$ cat config.mk
export PLATFORM = sky130hd
export DESIGN_NAME = eq_conv_tracker
export DESIGN_NICKNAME = d
export VERILOG_FILES = /design/src/rtl/eq_conv_pkg.sv /design/src/rtl/eq_lane_conv.sv /design/src/rtl/eq_iter_cnt.sv /design/src/rtl/eq_timeout.sv /design/src/rtl/eq_conv_tracker.sv
export SDC_FILE = /design/constraint.sdc
export NUM_CORES = 1
export LEC_CHECK = 0
export BUFFER_PORTS_ARGS = -buffer_cell sky130_fd_sc_hd__buf_2
export CAP_MARGIN = 5
export CORE_MARGIN = 10
export CORE_UTILIZATION = 30
export DETAILED_ROUTE_END_ITERATION = 16
export GPL_TIMING_DRIVEN = 0
export PLACE_DENSITY = 0.51
export SLEW_MARGIN = 20
export SYNTH_ARGS = -nofsm -noshare
export SYNTH_HDL_FRONTEND = slang
export SYNTH_SLANG_ARGS = --single-unit
$ cat constraint.sdc
create_clock -name clk_i -period 2.4 [get_ports clk_i]
set_clock_uncertainty 0.15 [all_clocks]
set_input_delay 0.24 -clock clk_i [delete_from_list [all_inputs] [get_ports clk_i]]
set_output_delay 0.24 -clock clk_i [all_outputs]
set_load 0.1 [all_outputs]
$ cat src/rtl/eq_conv_pkg.sv
`timescale 1ns/1ps
package eq_conv_pkg;
  typedef enum logic [1:0] {
    RSN_NONE  = 2'b00,
    RSN_CONV  = 2'b01,
    RSN_LIMIT = 2'b10,
    RSN_TMO   = 2'b11
  } done_rsn_e;
endpackage

$ cat src/rtl/eq_lane_conv.sv
`timescale 1ns/1ps
module eq_lane_conv #(
  parameter int FB_W  = 6,
  parameter int CNT_W = 3
) (
  input  logic             clk_i,
  input  logic             rst_ni,
  input  logic             clr_i,
  input  logic             en_i,
  input  logic             valid_i,
  input  logic [FB_W-1:0]  code_i,
  input  logic [CNT_W-1:0] target_i,
  output logic             conv_o
);
  logic [CNT_W-1:0] run_q;
  logic [CNT_W-1:0] tgt;

  // zero target still needs one no-change result
  assign tgt = (target_i == '0) ? CNT_W'(1) : target_i;

  always_ff @(posedge clk_i or negedge rst_ni) begin
    if (!rst_ni) begin
      run_q <= '0;
    end else if (clr_i) begin
      run_q <= '0;
    end else if (en_i && valid_i) begin
      if (code_i != '0)      run_q <= '0;
      else if (run_q < tgt)  run_q <= run_q + CNT_W'(1);
    end
  end

  assign conv_o = (run_q >= tgt);
endmodule

$ cat src/rtl/eq_iter_cnt.sv
`timescale 1ns/1ps
module eq_iter_cnt #(
  parameter int ITER_W = 8
) (
  input  logic              clk_i,
  input  logic              rst_ni,
  input  logic              clr_i,
  input  logic              en_i,
  input  logic              preset_fb_i,
  input  logic              eval_req_i,
  input  logic [ITER_W-1:0] max_iter_i,
  input  logic              mask_i,
  output logic              lim_hit_o
);
  localparam int SUM_W = ITER_W + 1;
  localparam logic [SUM_W-1:0] CAP = {1'b0, {ITER_W{1'b1}}};

  logic [ITER_W-1:0] cnt_q;
  logic [SUM_W-1:0]  sum;
  logic [1:0]        inc;

  assign inc = {1'b0, preset_fb_i} + {1'b0, eval_req_i};
  assign sum = {1'b0, cnt_q} + SUM_W'(inc);

  always_ff @(posedge clk_i or negedge rst_ni) begin
    if (!rst_ni)      cnt_q <= '0;
    else if (clr_i)   cnt_q <= '0;
    else if (en_i)    cnt_q <= (sum > CAP) ? {ITER_W{1'b1}} : sum[ITER_W-1:0];
  end

  assign lim_hit_o = !mask_i && (cnt_q >= max_iter_i);
endmodule

$ cat src/rtl/eq_timeout.sv
`timescale 1ns/1ps
module eq_timeout #(
  parameter int CYC_PER_MS = 250,
  parameter int TIMEOUT_MS = 24
) (
  input  logic clk_i,
  input  logic rst_ni,
  input  logic clr_i,
  input  logic en_i,
  output logic tmo_o
);
  localparam int PRE_W = $clog2(CYC_PER_MS + 1);
  localparam int MS_W  = $clog2(TIMEOUT_MS + 1);
  localparam logic [PRE_W-1:0] PRE_LAST = PRE_W'(CYC_PER_MS - 1);
  localparam logic [MS_W-1:0]  MS_END   = MS_W'(TIMEOUT_MS);

  logic [PRE_W-1:0] pre_q;
  logic [MS_W-1:0]  ms_q;

  always_ff @(posedge clk_i or negedge rst_ni) begin
    if (!rst_ni) begin
      pre_q <= '0;
      ms_q  <= '0;
    end else if (clr_i) begin
      pre_q <= '0;
      ms_q  <= '0;
    end else if (en_i && (ms_q != MS_END)) begin
      if (pre_q == PRE_LAST) begin
        pre_q <= '0;
        ms_q  <= ms_q + MS_W'(1);
      end else begin
        pre_q <= pre_q + PRE_W'(1);
      end
    end
  end

  assign tmo_o = (ms_q == MS_END);
endmodule

$ cat src/rtl/eq_conv_tracker.sv
`timescale 1ns/1ps
module eq_conv_tracker
  import eq_conv_pkg::*;
#(
  parameter int NUM_LANES  = 4,
  parameter int FB_W       = 6,
  parameter int CNT_W      = 3,
  parameter int ITER_W     = 8,
  parameter int CYC_PER_MS = 250,
  parameter int TIMEOUT_MS = 24
) (
  input  logic                      clk_i,
  input  logic                      rst_ni,
  input  logic                      phase_act_i,
  input  logic [NUM_LANES-1:0]      fb_valid_i,
  input  logic [NUM_LANES*FB_W-1:0] fb_code_i,
  input  logic                      preset_fb_i,
  input  logic                      eval_req_i,
  input  logic [CNT_W-1:0]          conv_cnt_i,
  input  logic [ITER_W-1:0]         max_iter_i,
  input  logic                      iter_lim_dis_i,
  output logic [NUM_LANES-1:0]      lane_conv_o,
  output logic                      all_conv_o,
  output logic                      done_o,
  output logic [1:0]                done_rsn_o
);
  logic       clr;
  logic       run_en;
  logic       lim_hit;
  logic       tmo_hit;
  logic       done_q;
  done_rsn_e  rsn_q;
  done_rsn_e  rsn_d;

  assign clr    = !phase_act_i;
  assign run_en = phase_act_i && !done_q;

  for (genvar l = 0; l < NUM_LANES; l++) begin : g_lane
    eq_lane_conv #(
      .FB_W  (FB_W),
      .CNT_W (CNT_W)
    ) i_lane (
      .clk_i    (clk_i),
      .rst_ni   (rst_ni),
      .clr_i    (clr),
      .en_i     (run_en),
      .valid_i  (fb_valid_i[l]),
      .code_i   (fb_code_i[l*FB_W +: FB_W]),
      .target_i (conv_cnt_i),
      .conv_o   (lane_conv_o[l])
    );
  end

  eq_iter_cnt #(
    .ITER_W (ITER_W)
  ) i_iter (
    .clk_i       (clk_i),
    .rst_ni      (rst_ni),
    .clr_i       (clr),
    .en_i        (run_en),
    .preset_fb_i (preset_fb_i),
    .eval_req_i  (eval_req_i),
    .max_iter_i  (max_iter_i),
    .mask_i      (iter_lim_dis_i),
    .lim_hit_o   (lim_hit)
  );

  eq_timeout #(
    .CYC_PER_MS (CYC_PER_MS),
    .TIMEOUT_MS (TIMEOUT_MS)
  ) i_tmo (
    .clk_i  (clk_i),
    .rst_ni (rst_ni),
    .clr_i  (clr),
    .en_i   (run_en),
    .tmo_o  (tmo_hit)
  );

  assign all_conv_o = &lane_conv_o;

  // priority: converged, then limit, then timeout
  always_comb begin
    rsn_d = RSN_NONE;
    if (all_conv_o)   rsn_d = RSN_CONV;
    else if (lim_hit) rsn_d = RSN_LIMIT;
    else if (tmo_hit) rsn_d = RSN_TMO;
  end

  always_ff @(posedge clk_i or negedge rst_ni) begin
    if (!rst_ni) begin
      done_q <= 1'b0;
      rsn_q  <= RSN_NONE;
    end else if (clr) begin
      done_q <= 1'b0;
      rsn_q  <= RSN_NONE;
    end else if (!done_q && (rsn_d != RSN_NONE)) begin
      done_q <= 1'b1;
      rsn_q  <= rsn_d;
    end
  end

  assign done_o     = done_q;
  assign done_rsn_o = rsn_q;
endmodule

==> results.md <==
- Status: finished clean
- Placed Instance Area: 0.00296 sq mm
- Mean Syn Cell Area: 8.57 sq um
- Post-synth EDFFs: 0
- Flop pwr share: 0.499
- Worst-skew pair later-pin latency: 0.29 ns
- Top delay family on crit path: buffers and inverters
- Endpoint type of the worst setup path: output pin
- Post-layout instance area: 0.00306 sq mm
- Dpl ws: -0.0485 ns
- Netlist Area Pre-Place: 0.00257 sq mm
- R2R cell count: 7
- Sw frac: 0.287
- Post-synthesis mux area share: 0.0156
- Critical path depth: 7
- Leading area contributor after synthesis: dfrtp_1
- Initial Utilization: 0.311
- Crit start category: flip-flop
- Final hold slack: 0.158 ns
- Port Buffers: 51
- HPWL after DPL: 4980 um
- Layout Nets: 434
- Clock Sink Count: 36
- Number of global-route vias before repair: 2150
- Largest net degree at the start of global routing: 37
- I/O Pins: 53
- Synth Area in Compound Gates: 0.175
- Grt total ovfl: 0
- Top cells by area, synth: dfrtp_1 (35%), ha_1 (14%), o21ai_0 (5.3%)
- Final setup vio count: 0
- Hold Crit Start: fb_code_i[6]
- Final hold violation count: 0
- Placeable Area: 0.00826 sq mm
- Setup Crit Path Kind: reg2out
- Clock share of power: 0.330
- Primary FF master, synth: dfrtp_1
- Row cnt: 33
- Unrepaired setup endpoints after global routing: no
- Max Cap Viol: 0
- Commonest non-fill, non-tap cells in the layout: buf_2 (51), dfrtp_1 (36), ha_1 (29), nand2_1 (28)
- Syn_nets: 375
- Post-synthesis xor/xnor area fraction: 0.0170
- Hold Crit Class: in2reg
- CTS tree: built
- Origin of the critical flop-to-flop path: i_iter.cnt_q[0]
- Yosys warning total: 0
- Async SR Flop Fraction: 1.00
- Final GP Congestion: 0.765
- Combinational family with the most area after synthesis: simple AND/OR/NAND/NOR gates
- Via-per-instance ratio: 4.86
- Htree depth: 2
- Fmax: 440 MHz
- Power per Cell Area: 414 mW/mm^2
- Sequential area share after synthesis: 0.351
- Commonest non-fill, non-tap cell in the layout: buf_2
- Syn Inst Count: 300
- Crit-path max FO: 3
- CTS buffer count: 5
- Maximum root-to-sink buffer count: 2
- Final min period: 2.27 ns
- FF+latch count, synth: 36
- Share of the synthesized area in the top cell type: 0.351
- Min setup slack post-route: 0.126 ns
- Max VDD drop: 0.000153 V
- Crit-path cells: inv_1 -> ha_1 -> nor2b_1 -> o21ai_1 -> nand4_1 -> inv_2 -> buf_8
- Share of layout cells above drive strength 1: 0.198
- WP data required: 2.01 ns
- Period utilization: 0.948
- Pint: 904 uW
- Setup tns final: 0 ns
- Die area: 0.0127 sq mm
- Distinct cells, synth: 48
- Leak: 0.00151 uW
- Final Power: 1270 uW
- DIE HEIGHT: 113 um
- Routed Antenna Nets: 0
- GRT Overall Usage: 0.0965
- Final WL: 6320 um
- First-pass GRT wire length: 10300 um
- Initial antenna violation count: 0
- Slew Limit Fails: 0
- Worst Setup SP: g_lane[2].i_lane.run_q[0]
- Worst-Margin Slew: 0.838 ns
- P_sw: 364 uW
- Critical Path AT: 1.88 ns
- Diode count: 0
- Clock root buffer master: clkbuf_8
- Slew headroom: 0.441
- Drc violations: 0
- Hold path cells: 4
- Critical path buffers and inverters: 3
- Post-Synth Simple-Gate Area: 0.230
- Reg clk slew, reported paths: 0.07 ns
- Die W: 113 um
- Worst path max stage delay: 0.38 ns
- Syn-to-layout area delta: 19.0%
- Post-Synth Adder-Cell Area: 0.149
- Reg2Reg Setup Slack: 0.32 ns
- DR pass1 iterations: 4
- Comb power frac: 0.172
- DR WL/cell: 13.6 um
- Post-CTS Setup Bufs: 0
- Vias post-DR: 2253
- Initial drt markers: 85
- Highest-delay cell along the critical path: dfrtp_1
## kinds of logic (layout without fill, tap and decap cells)
logic type / Yosys count / after routing
and+or+nand+nor: 114 / 114
AOI/OAI and AO/OA: 73 / 73
buffers and inverters: 38 / 97
DFF: 36 / 36
adders and majority gates: 30 / 30
xor gates and xnor gates: 5 / 5
muxes: 4 / 4
## sequential cells by signal, indices dropped and copies added, names as in the netlist
register,cells
done_o,1
done_rsn_o,2
g_lane.i_lane.run_q,12
i_iter.cnt_q,8
i_tmo.ms_q,5
i_tmo.pre_q,8
## synthesized netlist by cell type, types with 4 or more instances
cell     count
a21oi_1     17
and3_1       5
buf_4        5
dfrtp_1     36
ha_1        29
inv_1       28
mux2i_1      4
nand2_1     28
nand3_1     15
nand4_1      5
nor2_1      27
nor2b_1      8
nor3_1       6
o21ai_0     27
o22ai_1      4
## routing by layer
layer | vias to the layer above | part of all wire | track usage
li1 | 1178 | - | -
met1 | 1029 | 0.47 | 0.122
met2 | 39 | 0.46 | 0.156
met3 | 7 | 0.047 | 0.0261
met4 | 0 | 0.014 | 0.0271
met5 | - | 0 | 0
## area by class of cell
| type | instances | area, sq um |
|---|---|---|
| clock inverters | 1 | 5.00 |
| flip-flops and latches | 36 | 901 |
| plain buffers | 10 | 57.6 |
| well taps | 105 | 131 |
| clock buffers | 6 | 72.6 |
| repair buffers | 52 | 275 |
| fillers | 854 | 5200 |
| inverters | 28 | 105 |
| multi-input cells | 226 | 1510 |
## power groups by stage
stage / combinational, uW / sequential [uW] / clock, uW
after floorplan: 136 / 643 / 0
after global placement: 214 / 644 / 0
after detailed placement: 219 / 644 / 0
after CTS: 221 / 632 / 426
after global routing: 249 / 634 / 453
final: 218 / 632 / 418
## per-stage QoR
step                      std cells   util
after floorplan                 300      -
after global placement          456  0.358
after detailed placement        456  0.358
after CTS                       464  0.369
after global routing            464  0.370
final                           464  0.370
## timing repair
item | 4_1_cts | 5_1_grt
pin swaps | 0 | 1
hold endpoints to repair | 36 | 0
endpoints found under the setup margin | 1 | 1
resized for setup | 3 | 6
hold buffers | 1 | 0
## tightest hold or removal path: cells and delay by family
kind	cells	cell delay [ns]
and+or+nand+nor	2	0.12
AOI/OAI and AO/OA	1	0.11
buffers and inverters	1	0.07
## final timing paths
kind	end
worst max-delay path	all_conv_o
worst min-delay path	g_lane[1].i_lane.run_q[2]
worst max register to register	i_iter.cnt_q[0]
worst min register to register	i_tmo.pre_q[7]
max in group asynchronous	g_lane[0].i_lane.run_q[2]
min in group asynchronous	g_lane[1].i_lane.run_q[0]
(Power assumes the default switching activity.)
